[src/rtl/mdio_pkg.sv]
package mdio_pkg;

  localparam int BODY_BITS = 32;

  typedef struct packed {
    logic        c22;
    logic [1:0]  op;
    logic [4:0]  port;
    logic [4:0]  dreg;
    logic [15:0] payload;
  } mdio_cmd_t;

  function automatic logic is_read(mdio_cmd_t c);
    if (c.c22) return (c.op == 2'b10);
    return c.op[1];
  endfunction

  // Everything after the preamble: start, opcode, addresses, turnaround, data.
  function automatic logic [BODY_BITS-1:0] frame_body(mdio_cmd_t c);
    logic [1:0]  st;
    logic [1:0]  ta;
    logic [15:0] dat;
    st  = c.c22 ? 2'b01 : 2'b00;
    ta  = is_read(c) ? 2'b11 : 2'b10;
    dat = is_read(c) ? 16'h0000 : c.payload;
    return {st, c.op, c.port, c.dreg, ta, dat};
  endfunction

endpackage

[src/rtl/mdio_clkgen.sv]
module mdio_clkgen #(
  parameter int THR_W = 8
) (
  input  logic             clk,
  input  logic             rst_n,
  input  logic             run,
  input  logic [THR_W-1:0] thr,
  output logic             mdc,
  output logic             rise_evt,
  output logic             fall_evt
);

  logic [THR_W-1:0] div_q, div_d;
  logic             mdc_q, mdc_d;
  logic             hit;

  assign hit      = run && (div_q == thr);
  assign rise_evt = hit && !mdc_q;
  assign fall_evt = hit && mdc_q;
  assign mdc      = mdc_q;

  always_comb begin
    div_d = div_q;
    mdc_d = mdc_q;
    if (!run) begin
      div_d = '0;
      mdc_d = 1'b0;
    end else if (hit) begin
      div_d = '0;
      mdc_d = ~mdc_q;
    end else begin
      div_d = div_q + 1'b1;
    end
  end

  always_ff @(posedge clk or negedge rst_n) begin
    if (!rst_n) begin
      div_q <= '0;
      mdc_q <= 1'b0;
    end else begin
      div_q <= div_d;
      mdc_q <= mdc_d;
    end
  end

  AST_MDC_HALF_PERIOD: assert property (@(posedge clk) disable iff (!rst_n)
    (mdc_q != $past(mdc_q)) |-> $past(div_q == thr));

endmodule

[src/rtl/mdio_seq.sv]
module mdio_seq
  import mdio_pkg::*;
#(
  parameter int PRE_LEN = 32,
  parameter int LEN     = PRE_LEN + BODY_BITS,
  parameter int IDX_W   = $clog2(LEN)
) (
  input  logic      clk,
  input  logic      rst_n,
  input  logic      launch,
  input  mdio_cmd_t cmd_in,
  input  logic      fall_evt,
  output logic      active,
  output logic      last_fall,
  output logic      data_phase,
  output logic      mdio_o,
  output logic      mdio_oe
);

  localparam logic [IDX_W-1:0] LAST_IDX = IDX_W'(LEN - 1);
  localparam logic [IDX_W-1:0] TA_IDX   = IDX_W'(PRE_LEN + 14);
  localparam logic [IDX_W-1:0] DATA_IDX = IDX_W'(PRE_LEN + 16);

  logic [LEN-1:0]   frame_q, frame_d;
  logic [IDX_W-1:0] idx_q, idx_d;
  logic             act_q, act_d;
  logic             rd_q, rd_d;
  logic             released;

  assign active     = act_q;
  assign last_fall  = act_q && fall_evt && (idx_q == LAST_IDX);
  assign data_phase = act_q && rd_q && (idx_q >= DATA_IDX);
  assign released   = rd_q && (idx_q >= TA_IDX);
  assign mdio_oe    = act_q && !released;
  assign mdio_o     = mdio_oe && frame_q[LAST_IDX - idx_q];

  always_comb begin
    frame_d = frame_q;
    idx_d   = idx_q;
    act_d   = act_q;
    rd_d    = rd_q;
    if (launch) begin
      frame_d = {{PRE_LEN{1'b1}}, frame_body(cmd_in)};
      rd_d    = is_read(cmd_in);
      idx_d   = '0;
      act_d   = 1'b1;
    end else if (act_q && fall_evt) begin
      if (idx_q == LAST_IDX) act_d = 1'b0;
      else                   idx_d = idx_q + 1'b1;
    end
  end

  always_ff @(posedge clk or negedge rst_n) begin
    if (!rst_n) begin
      frame_q <= '0;
      idx_q   <= '0;
      act_q   <= 1'b0;
      rd_q    <= 1'b0;
    end else begin
      frame_q <= frame_d;
      idx_q   <= idx_d;
      act_q   <= act_d;
      rd_q    <= rd_d;
    end
  end

  AST_BIT_ON_FALL: assert property (@(posedge clk) disable iff (!rst_n)
    (act_q && $past(act_q) && (idx_q != $past(idx_q))) |-> $past(fall_evt));

endmodule

[src/rtl/mdio_capture.sv]
module mdio_capture #(
  parameter int LAT_W = 3,
  parameter int DW    = 16
) (
  input  logic             clk,
  input  logic             rst_n,
  input  logic             evt,
  input  logic [LAT_W-1:0] lat,
  input  logic             mdio_i,
  output logic [DW-1:0]    rd_data,
  output logic             pend_nxt
);

  logic [DW-1:0]    sh_q, sh_d;
  logic [LAT_W-1:0] cnt_q, cnt_d;
  logic             pend_q, pend_d;
  logic             take;

  assign take     = (evt && (lat == '0)) || (pend_q && (cnt_q == '0));
  assign rd_data  = sh_q;
  assign pend_nxt = pend_d;

  always_comb begin
    sh_d   = take ? {sh_q[DW-2:0], mdio_i} : sh_q;
    cnt_d  = cnt_q;
    pend_d = pend_q;
    if (evt && (lat != '0)) begin
      pend_d = 1'b1;
      cnt_d  = lat - 1'b1;
    end else if (pend_q) begin
      if (cnt_q == '0) pend_d = 1'b0;
      else             cnt_d  = cnt_q - 1'b1;
    end
  end

  always_ff @(posedge clk or negedge rst_n) begin
    if (!rst_n) begin
      sh_q   <= '0;
      cnt_q  <= '0;
      pend_q <= 1'b0;
    end else begin
      sh_q   <= sh_d;
      cnt_q  <= cnt_d;
      pend_q <= pend_d;
    end
  end

  AST_NO_CAPTURE_OVERLAP: assert property (@(posedge clk) disable iff (!rst_n)
    evt |-> (!pend_q || (cnt_q == '0)));

endmodule

[src/rtl/mdio_master.sv]
module mdio_master
  import mdio_pkg::*;
#(
  parameter int         ADDR_W  = 3,
  parameter int         PRE_LEN = 32,
  parameter logic [7:0] RST_THR = 8'd4
) (
  input  logic              clk,
  input  logic              rst_n,
  input  logic              bus_wr_en,
  input  logic [ADDR_W-1:0] bus_addr,
  input  logic [31:0]       bus_wdata,
  output logic [31:0]       bus_rdata,
  input  logic              mdio_i,
  output logic              mdc,
  output logic              mdio_o,
  output logic              mdio_oe
);

  localparam int THR_W = 8;
  localparam int LAT_W = 3;
  localparam logic [ADDR_W-1:0] CMD_ADDR = ADDR_W'(0);
  localparam logic [ADDR_W-1:0] CFG_ADDR = ADDR_W'(4);

  logic [1:0] rst_sync;
  logic       rst_ni;

  always_ff @(posedge clk or negedge rst_n) begin
    if (!rst_n) rst_sync <= 2'b00;
    else        rst_sync <= {rst_sync[0], 1'b1};
  end
  assign rst_ni = rst_sync[1];

  mdio_cmd_t        cmd_q, cmd_d;
  logic [THR_W-1:0] thr_q, thr_d;
  logic             edge_q, edge_d;
  logic [LAT_W-1:0] lat_q, lat_d;
  logic             busy_q, busy_d;

  logic cmd_we, cfg_we, launch;
  logic active, last_fall, data_phase;
  logic rise_evt, fall_evt, cap_evt, pend_nxt;
  logic [15:0] rd_data;
  logic unused_wbits;

  assign unused_wbits = ^bus_wdata[30:29];
  assign cmd_we  = bus_wr_en && (bus_addr == CMD_ADDR) && !busy_q;
  assign cfg_we  = bus_wr_en && (bus_addr == CFG_ADDR) && !busy_q;
  assign launch  = cmd_we && bus_wdata[31];
  assign cap_evt = data_phase && (edge_q ? fall_evt : rise_evt);

  always_comb begin
    cmd_d  = cmd_q;
    thr_d  = thr_q;
    edge_d = edge_q;
    lat_d  = lat_q;
    busy_d = busy_q;
    if (cmd_we) cmd_d = mdio_cmd_t'(bus_wdata[28:0]);
    if (cfg_we) begin
      thr_d  = bus_wdata[31:24];
      edge_d = bus_wdata[23];
      lat_d  = bus_wdata[22:20];
    end
    if (launch)
      busy_d = 1'b1;
    else if (busy_q && (last_fall || !active) && !pend_nxt)
      busy_d = 1'b0;
  end

  always_ff @(posedge clk or negedge rst_ni) begin
    if (!rst_ni) begin
      cmd_q  <= '0;
      thr_q  <= RST_THR;
      edge_q <= 1'b0;
      lat_q  <= '0;
      busy_q <= 1'b0;
    end else begin
      cmd_q  <= cmd_d;
      thr_q  <= thr_d;
      edge_q <= edge_d;
      lat_q  <= lat_d;
      busy_q <= busy_d;
    end
  end

  always_comb begin
    bus_rdata = '0;
    if (bus_addr == CMD_ADDR)
      bus_rdata = {busy_q, 2'b00, cmd_q};
    else if (bus_addr == CFG_ADDR)
      bus_rdata = {thr_q, edge_q, lat_q, 3'b000, ~busy_q, rd_data};
  end

  mdio_clkgen #(.THR_W(THR_W)) i_clkgen (
    .clk      (clk),
    .rst_n    (rst_ni),
    .run      (active),
    .thr      (thr_q),
    .mdc      (mdc),
    .rise_evt (rise_evt),
    .fall_evt (fall_evt)
  );

  mdio_seq #(.PRE_LEN(PRE_LEN)) i_seq (
    .clk        (clk),
    .rst_n      (rst_ni),
    .launch     (launch),
    .cmd_in     (cmd_d),
    .fall_evt   (fall_evt),
    .active     (active),
    .last_fall  (last_fall),
    .data_phase (data_phase),
    .mdio_o     (mdio_o),
    .mdio_oe    (mdio_oe)
  );

  mdio_capture #(.LAT_W(LAT_W), .DW(16)) i_capture (
    .clk      (clk),
    .rst_n    (rst_ni),
    .evt      (cap_evt),
    .lat      (lat_q),
    .mdio_i   (mdio_i),
    .rd_data  (rd_data),
    .pend_nxt (pend_nxt)
  );

  AST_IDLE_QUIET: assert property (@(posedge clk) disable iff (!rst_ni)
    !busy_q |-> (!mdc && !mdio_oe));

  AST_START_FROM_HOST: assert property (@(posedge clk) disable iff (!rst_ni)
    (busy_q && !$past(busy_q)) |-> $past(bus_wr_en));

  AST_BUSY_WRITE_HELD: assert property (@(posedge clk) disable iff (!rst_ni)
    (busy_q && bus_wr_en) |=> ($stable(cmd_q) && $stable(thr_q) && $stable(edge_q) && $stable(lat_q)));

endmodule

[config.mk]
export PLATFORM = sky130hd
export DESIGN_NAME = mdio_master
export DESIGN_NICKNAME = d
export VERILOG_FILES = /design/src/rtl/mdio_pkg.sv /design/src/rtl/mdio_clkgen.sv /design/src/rtl/mdio_seq.sv /design/src/rtl/mdio_capture.sv /design/src/rtl/mdio_master.sv
export SDC_FILE = /design/constraint.sdc
export NUM_CORES = 1
export LEC_CHECK = 0
export BUFFER_PORTS_ARGS = -buffer_cell sky130_fd_sc_hd__clkbuf_2
export CAP_MARGIN = 20
export CELL_PAD_IN_SITES_DETAIL_PLACEMENT = 2
export CELL_PAD_IN_SITES_GLOBAL_PLACEMENT = 2
export CORE_UTILIZATION = 36
export CTS_BUF_LIST = sky130_fd_sc_hd__clkbuf_8
export DETAILED_ROUTE_END_ITERATION = 8
export PLACE_DENSITY = 0.83
export SETUP_SLACK_MARGIN = 0.05
export SLEW_MARGIN = 20
export SYNTH_ARGS = -nofsm -noshare
export SYNTH_HDL_FRONTEND = slang
export SYNTH_HIERARCHICAL = 1
export SYNTH_SLANG_ARGS = --single-unit
export TNS_END_PERCENT = 5
[constraint.sdc]
create_clock -name clk -period 3.4 [get_ports clk]
set_input_delay 0.34 -clock clk [delete_from_list [all_inputs] [get_ports clk]]
set_output_delay 0.34 -clock clk [all_outputs]
set_load 0.01 [all_outputs]
== Word level (Yosys, flattened, before mapping) ==
Cells that the tools add are included.
Word-level totals
  word-level logic and storage cells: 107
  flip-flop bits (word level): 114
  input port bits: 39
  output and inout bits: 35
Operators by class
  magnitude comparators: 3
  add/sub/neg operators: 5
  mux-type cells: 32
  bitwise logic cells: 2
  eq/ne operators: 7
  reductions and logical operators: 39
Operators by type and width (count)
  32-bit two-way mux: 2
  29-bit two-way mux: 1
  1-bit logical AND: 21
  1-bit two-way mux: 19
  6-bit two-way mux: 3
  16-bit two-way mux: 1
  8-bit two-way mux: 2
  6-bit greater-or-equal comparator (second input constant): 2
  3-bit logical NOT: 3
  3-bit two-way mux: 3
  8-bit by 1-bit adder with 8-bit output (second input constant): 1
  8-bit == test: 1
  2-bit nonzero test: 4
  6-bit by 7-bit < comparator with 1-bit output (second input constant): 1
  6-bit by 1-bit adder with 6-bit output (second input constant): 1
  1-bit binary-select mux with 6-bit select: 1
  6-bit == test (second input constant): 1
  2-bit AND reduction: 3
  3-bit by 1-bit subtractor with 3-bit output (second input constant): 2
  6-bit subtractor (first input constant): 1
  1-bit logical NOT: 5
  2-bit by 1-bit inequality test with 1-bit output (second input constant): 2
  3-bit == test (second input constant): 1
  3-bit nonzero test: 1
  other kinds (4): 6

== Longest topological paths before layout ==
  depth in word-level cells: 11
  depth in mapped cells: 11
  mapped depth without buffers: 11

== Cells and area by module ==
Netlist, hierarchy kept.
Modules (own cells, without submodules)
  mdio_master: area an instance 1984.4 um^2, cells an instance 141, seq. area each 1102.3 um^2, instances 1
  mdio_seq: area an instance 1864.3 um^2, cells an instance 174, seq. area each 950.9 um^2, instances 1
  mdio_capture: area an instance 918.4 um^2, cells an instance 57, seq. area each 500.5 um^2, instances 1
  mdio_clkgen: area an instance 493.0 um^2, cells an instance 49, seq. area each 225.2 um^2, instances 1

== Least setup slack after synthesis ==
No wires, ideal clock.
  path kind: register -> register
  start point: register thr_q[2]
  end point: register i_capture.cnt_q[2]
  path slack: 0.975 ns
  path buffers: 0
  data arrival time: 2.287 ns
  data required time: 3.262 ns
  cell stages (with the launch flop): 12
  library setup time: 0.138 ns
  period minus slack after synthesis: 2.425 ns
  cell sequence: dfstp_2 > xnor2_1 > nand4_1 > nor2_1 > and3_1 > mux2i_1 > nor2b_1 > o31ai_4 > mux2i_1 > ha_1 > nand2_1 > o221ai_1
Between the ends
  word-level cells in the longest chain between the ends: 8
  elaborated cells on any way between the ends: 11
  classes of those cells: 2 x eq/ne; 2 x mux; 7 x reduce/logical
Ends and longest elaborated chain
  start: declaration: RTL line mdio_master.sv:35  | logic [THR_W-1:0] thr_q, thr_d;
  start signal: assignment: RTL line mdio_master.sv:79  | thr_q <= thr_d;
  8-bit == test (*): RTL line mdio_clkgen.sv:17  | assign hit = run && (div_q == thr);
  1-bit logical AND (*): RTL line mdio_clkgen.sv:17
  1-bit logical AND (*): RTL line mdio_clkgen.sv:19  | assign fall_evt = hit && mdc_q;
  named net fall_evt: RTL line mdio_master.sv:42  | logic rise_evt, fall_evt, cap_evt, pend_nxt;
  1-bit two-way mux (*): RTL line mdio_master.sv:50  | assign cap_evt = data_phase && (edge_q ? fall_evt : rise_evt);
  1-bit logical AND (*): RTL line mdio_master.sv:50
  named net cap_evt: RTL line mdio_master.sv:42
  1-bit logical AND (*): RTL line mdio_capture.sv:27  | if (evt && (lat != '0)) begin
  2-bit by 1-bit inequality test with 1-bit output (no line) or 2-bit nonzero test (tied branches)
  2-bit AND reduction (no line)
  end signal: assignment: RTL line mdio_capture.sv:43  | cnt_q <= cnt_d;
  end: declaration: RTL line mdio_capture.sv:15  | logic [LAT_W-1:0] cnt_q, cnt_d;
The timed path passes the listed nets; every way through them passes the cells marked *.
A chain may end at the register's enable or synchronous reset.

== Worst setup path in the final report ==
  start point: register i_clkgen.div_q[5]
  end point: register i_capture.cnt_q[2]
Between the ends
  word-level cells in the longest chain between the ends: 8
  elaborated cells on any way between the ends: 11
  classes of those cells: 2 x eq/ne; 2 x mux; 7 x reduce/logical
Ends and longest elaborated chain
  start: declaration: RTL line mdio_clkgen.sv:13  | logic [THR_W-1:0] div_q, div_d;
  start signal: assignment: RTL line mdio_clkgen.sv:41  | div_q <= div_d;
  8-bit == test (*): RTL line mdio_clkgen.sv:17
  1-bit logical AND (*): RTL line mdio_clkgen.sv:17
  1-bit logical AND (*): RTL line mdio_clkgen.sv:18  | assign rise_evt = hit && !mdc_q;
  named net rise_evt: RTL line mdio_master.sv:42
  1-bit two-way mux (*): RTL line mdio_master.sv:50
  1-bit logical AND (*): RTL line mdio_master.sv:50
  named net cap_evt: RTL line mdio_master.sv:42
  1-bit logical AND (*): RTL line mdio_capture.sv:27
  2-bit by 1-bit inequality test with 1-bit output (no line) or 2-bit nonzero test (tied branches)
  2-bit AND reduction (no line)
Marks and branches as above.

==> impl_metrics.yaml <==
outcome:
  status: "finished, final reports clean"
grt:
  grt_pass1_wl_mm: 22.9
  grt_pass1_vias: 4103
  grt_max_degree: 64
  grt.total_usage_pct: 20.2
  grt_remaining_overflow: 0
  antenna_found_initial: 0
hold_path:
  hold_path_class: "in -> reg"
  whs_endpoint: "thr_q[5]"
  worstHoldStart: "bus_wdata[29]"
  hold_depth: 2
timing:
  fin_tns_setup_ns: 0
  fin_worst_skew_ns: 0.0137
  setup_violations: 0
  finalHoldViolations: 0
  holdWs_ns: 0.209
  rsz0062_at_grt: "no"
  slew_headroom_pct: 43.7
  period_share_pct: 89.6
  fin_crit_ns: 3.05
  final-max-slew-violation-count: 0
  worstMarginPinSlew_ns: 0.844
  max_freq_ghz: 0.328
critical_path:
  required_ns: 3.68
  rrSetupSlack_ns: 0.35
  start_kind: "register"
  critical-path-top-delay-family: "simple AND/OR/NAND/NOR gates"
  cp.arrival_ns: 3.33
  critical_path_class: "reg -> reg"
  critical_path.max_stage_delay_ns: 0.54
  rr_endpoint: "i_capture/cnt_q[2]"
  reg2reg_depth: 10
  cp.buffers_inverters: 0
  critPathSlowestCell: "nor2b_1"
  cp_max_fo: 6
  worstSetupEndpointType: "register"
  path_cells: "xnor2_1 > nand4_1 > nor4b_1 > mux2i_1 > nor2b_1 > o31ai_4 > mux2i_1 > ha_1 > nand2_1 > o221ai_1"
  cpMostUsedCell: "mux2i_1"
  r2r_start: "i_clkgen/div_q[5]"
floorplanning:
  die-area_sq_um: 15100
  num_rows: 43
  core_area_sq_um: 14000
  die_height_microns: 123
  initial_core_util_pct: 37.5
  ioPinCount: 74
  die_w_microns: 123
logic_synthesis:
  seq_area_frac_synth_pct: 52.8
  synth_fp_nets: 463
  postSynthCellCount: 421
  async_flop_share_pct: 100
  synth_commonest_cells: "dfrtp_1, nand2_1, mux2_2"
  syn_avg_cell_area_sq_um: 12.5
  yosysWarnings: 6
  synth_edf_count: 0
  synth_top_cell_by_area: "dfrtp_1"
  synth_cell_types: 56
  ys.flop_type: "dfrtp_1"
  post-synth-top-count-cell: "dfrtp_1"
  netlist_area_sq_um: 5260
  synth_top_area_share_pct: 52.3
  yosys-top-cells-area: "dfrtp_1, mux2_2, mux2_1, a22o_1, mux2_4"
  synth-seq-cells: 111
detailed_routing:
  vias: 3594
  firstDrtPassIters: 4
  post_drt_wl_per_cell_microns: 21.0
  vias_per_cell: 5.30
  route.detailed.drc: 0
  dr.first_iter.drc_count: 152
  postRouteAntennaNets: 0
  routed_wl_mm: 14.3
power_and_ir_drop:
  power_leakage_nw: 2.82
  total_power_mw: 4.51
  p_per_area_nw_per_um2: 753
  peakVddDrop_mv: 0.236
layout:
  insertedDiodeCount: 0
  finalNetCount: 535
  drive_gt1_share_pct: 31.5
  fillCellCount: 1427
  areaGrowthSynthToFinish_pct: 14.1
cts:
  clkLatencyLatePin_ns: 0.37
  clockRootBuffer: "clkbuf_8"
  htreeDepth: 3
  clock_path_buffers: 2
  clk_pin_slew_ns: 0.11
  cts.sinks: 111
  cts_buffers: 9
  cts_tree: "done"
placed_design:
  place_hpwl_mm: 10.1
  gp_congestion: 0.773
  io_buffers: 73
flow_run:
  drv_cap: 0
[kinds of logic (layout without fill, tap and decap cells)]
logic type | after synthesis | in the layout | synth area share [%]
buffers and inverters | 43 | 120 | 3.97
flip-flops | 111 | 111 | 52.8
multiplexers | 88 | 88 | 20.3
AND/OR/NAND/NOR | 88 | 88 | 8.54
adder cells (fa/ha/maj) | 3 | 3 | 0.714
AO/OA/AOI/OAI | 68 | 68 | 10.4
XOR/XNOR | 19 | 19 | 3.16
other | 1 | 1 | 0.0713
[registers in the layout, indices dropped and copies added (netlist names)]
register and flops:
i_seq/active 1, i_seq/idx_q 6, i_clkgen/mdc 1, edge_q 1, cmd_q 29, busy_q 1, i_capture/cnt_q 3, rst_sync 2
i_clkgen/div_q 8, lat_q 3, thr_q 8, i_seq/frame_q 31, i_capture/rd_data 16, i_capture/pend_q 1
[worst register-to-register path, delay by kind of cell (launching register included)]
kind / cells / cell delay (ns)
and+or+nand+nor: 4 / 1.25
DFF: 1 / 0.45
AOI/OAI and AO/OA: 2 / 0.42
muxes: 2 / 0.40
adders and majority gates: 1 / 0.23
xor gates and xnor gates: 1 / 0.22
[area by class of cell]
| cell class | count | area [sq um] | share of cell area, % |
|---|---|---|---|
| Clock inverter | 7 | 72.6 | 1.21 |
| Sequential cell | 111 | 2780 | 46.4 |
| Clock buffer | 9 | 124 | 2.06 |
| Inverter | 22 | 82.6 | 1.38 |
| Tap cell | 180 | 225 | 3.75 |
| Timing Repair Buffer | 82 | 435 | 7.26 |
| Multi-Input combinational cell | 267 | 2280 | 38.0 |
[power by group]
part,leakage (nW),internal (mW),switching [mW]
logic,1.34,0.696,0.652
clock network,0.101,0.343,0.454
registers,1.38,1.82,0.551
total,2.82,2.86,1.66
[per-layer routing]
metal | track usage (%) | share of wire [%] | vias up
li1 | - | - | 1638
met1 | 26.8 | 45 | 1882
met2 | 34.2 | 51 | 57
met3 | 2.46 | 2.2 | 17
met4 | 6.71 | 1.7 | 0
met5 | 0 | 0 | -
[through the flow]
step           cells  cell area, sq um  setup slack (ns)  util [%]
2_1_floorplan    421              5260            0.0806         -
3_3_place_gp     661              5790             0.798      41.3
3_5_place_dp     661              5790             0.492      41.3
4_1_cts          678              6000             0.356      42.7
5_1_grt          678              6000             0.197      42.7
6_report         678              6000             0.354      42.7
[placed cells by master (no fill, tap or decap), types with 3 or more instances in the layout]
cell type	n
nand2_1	34
nor2_1	20
buf_4	8
a22o_1	27
clkbuf_2	73
nand4_1	3
xor2_1	4
and3_1	6
mux4_2	5
mux2_2	33
nor3_2	3
clkbuf_8	9
inv_1	22
dfrtp_1	109
ha_1	3
xnor2_1	15
o21ai_0	18
mux2_4	10
mux2_1	28
nand3_1	3
o2111ai_1	3
and2_1	7
mux2i_1	12
[what timing repair did]
action,4_1_cts,5_1_grt
hold buffers,1,0
buffers inserted,0,0
resized for setup,0,0
endpoints found under the hold margin,2,0
[worst max path at each step]
stage / cells after the start / slack, ns / startpoint / endpoint
finish: 10 / 0.35 / i_clkgen/div_q[5] / i_capture/cnt_q[2]
global route: 10 / 0.20 / i_clkgen/div_q[5] / i_capture/cnt_q[2]
CTS: 5 / 0.36 / i_seq/idx_q[1] / mdio_o
detailed placement: 11 / 0.49 / thr_q[2] / i_capture/cnt_q[2]
global placement: 5 / 0.80 / i_seq/idx_q[1] / mdio_o
floorplan: 0 / 0.08 / rst_sync[1] / busy_q
(Power assumes the default switching activity.)
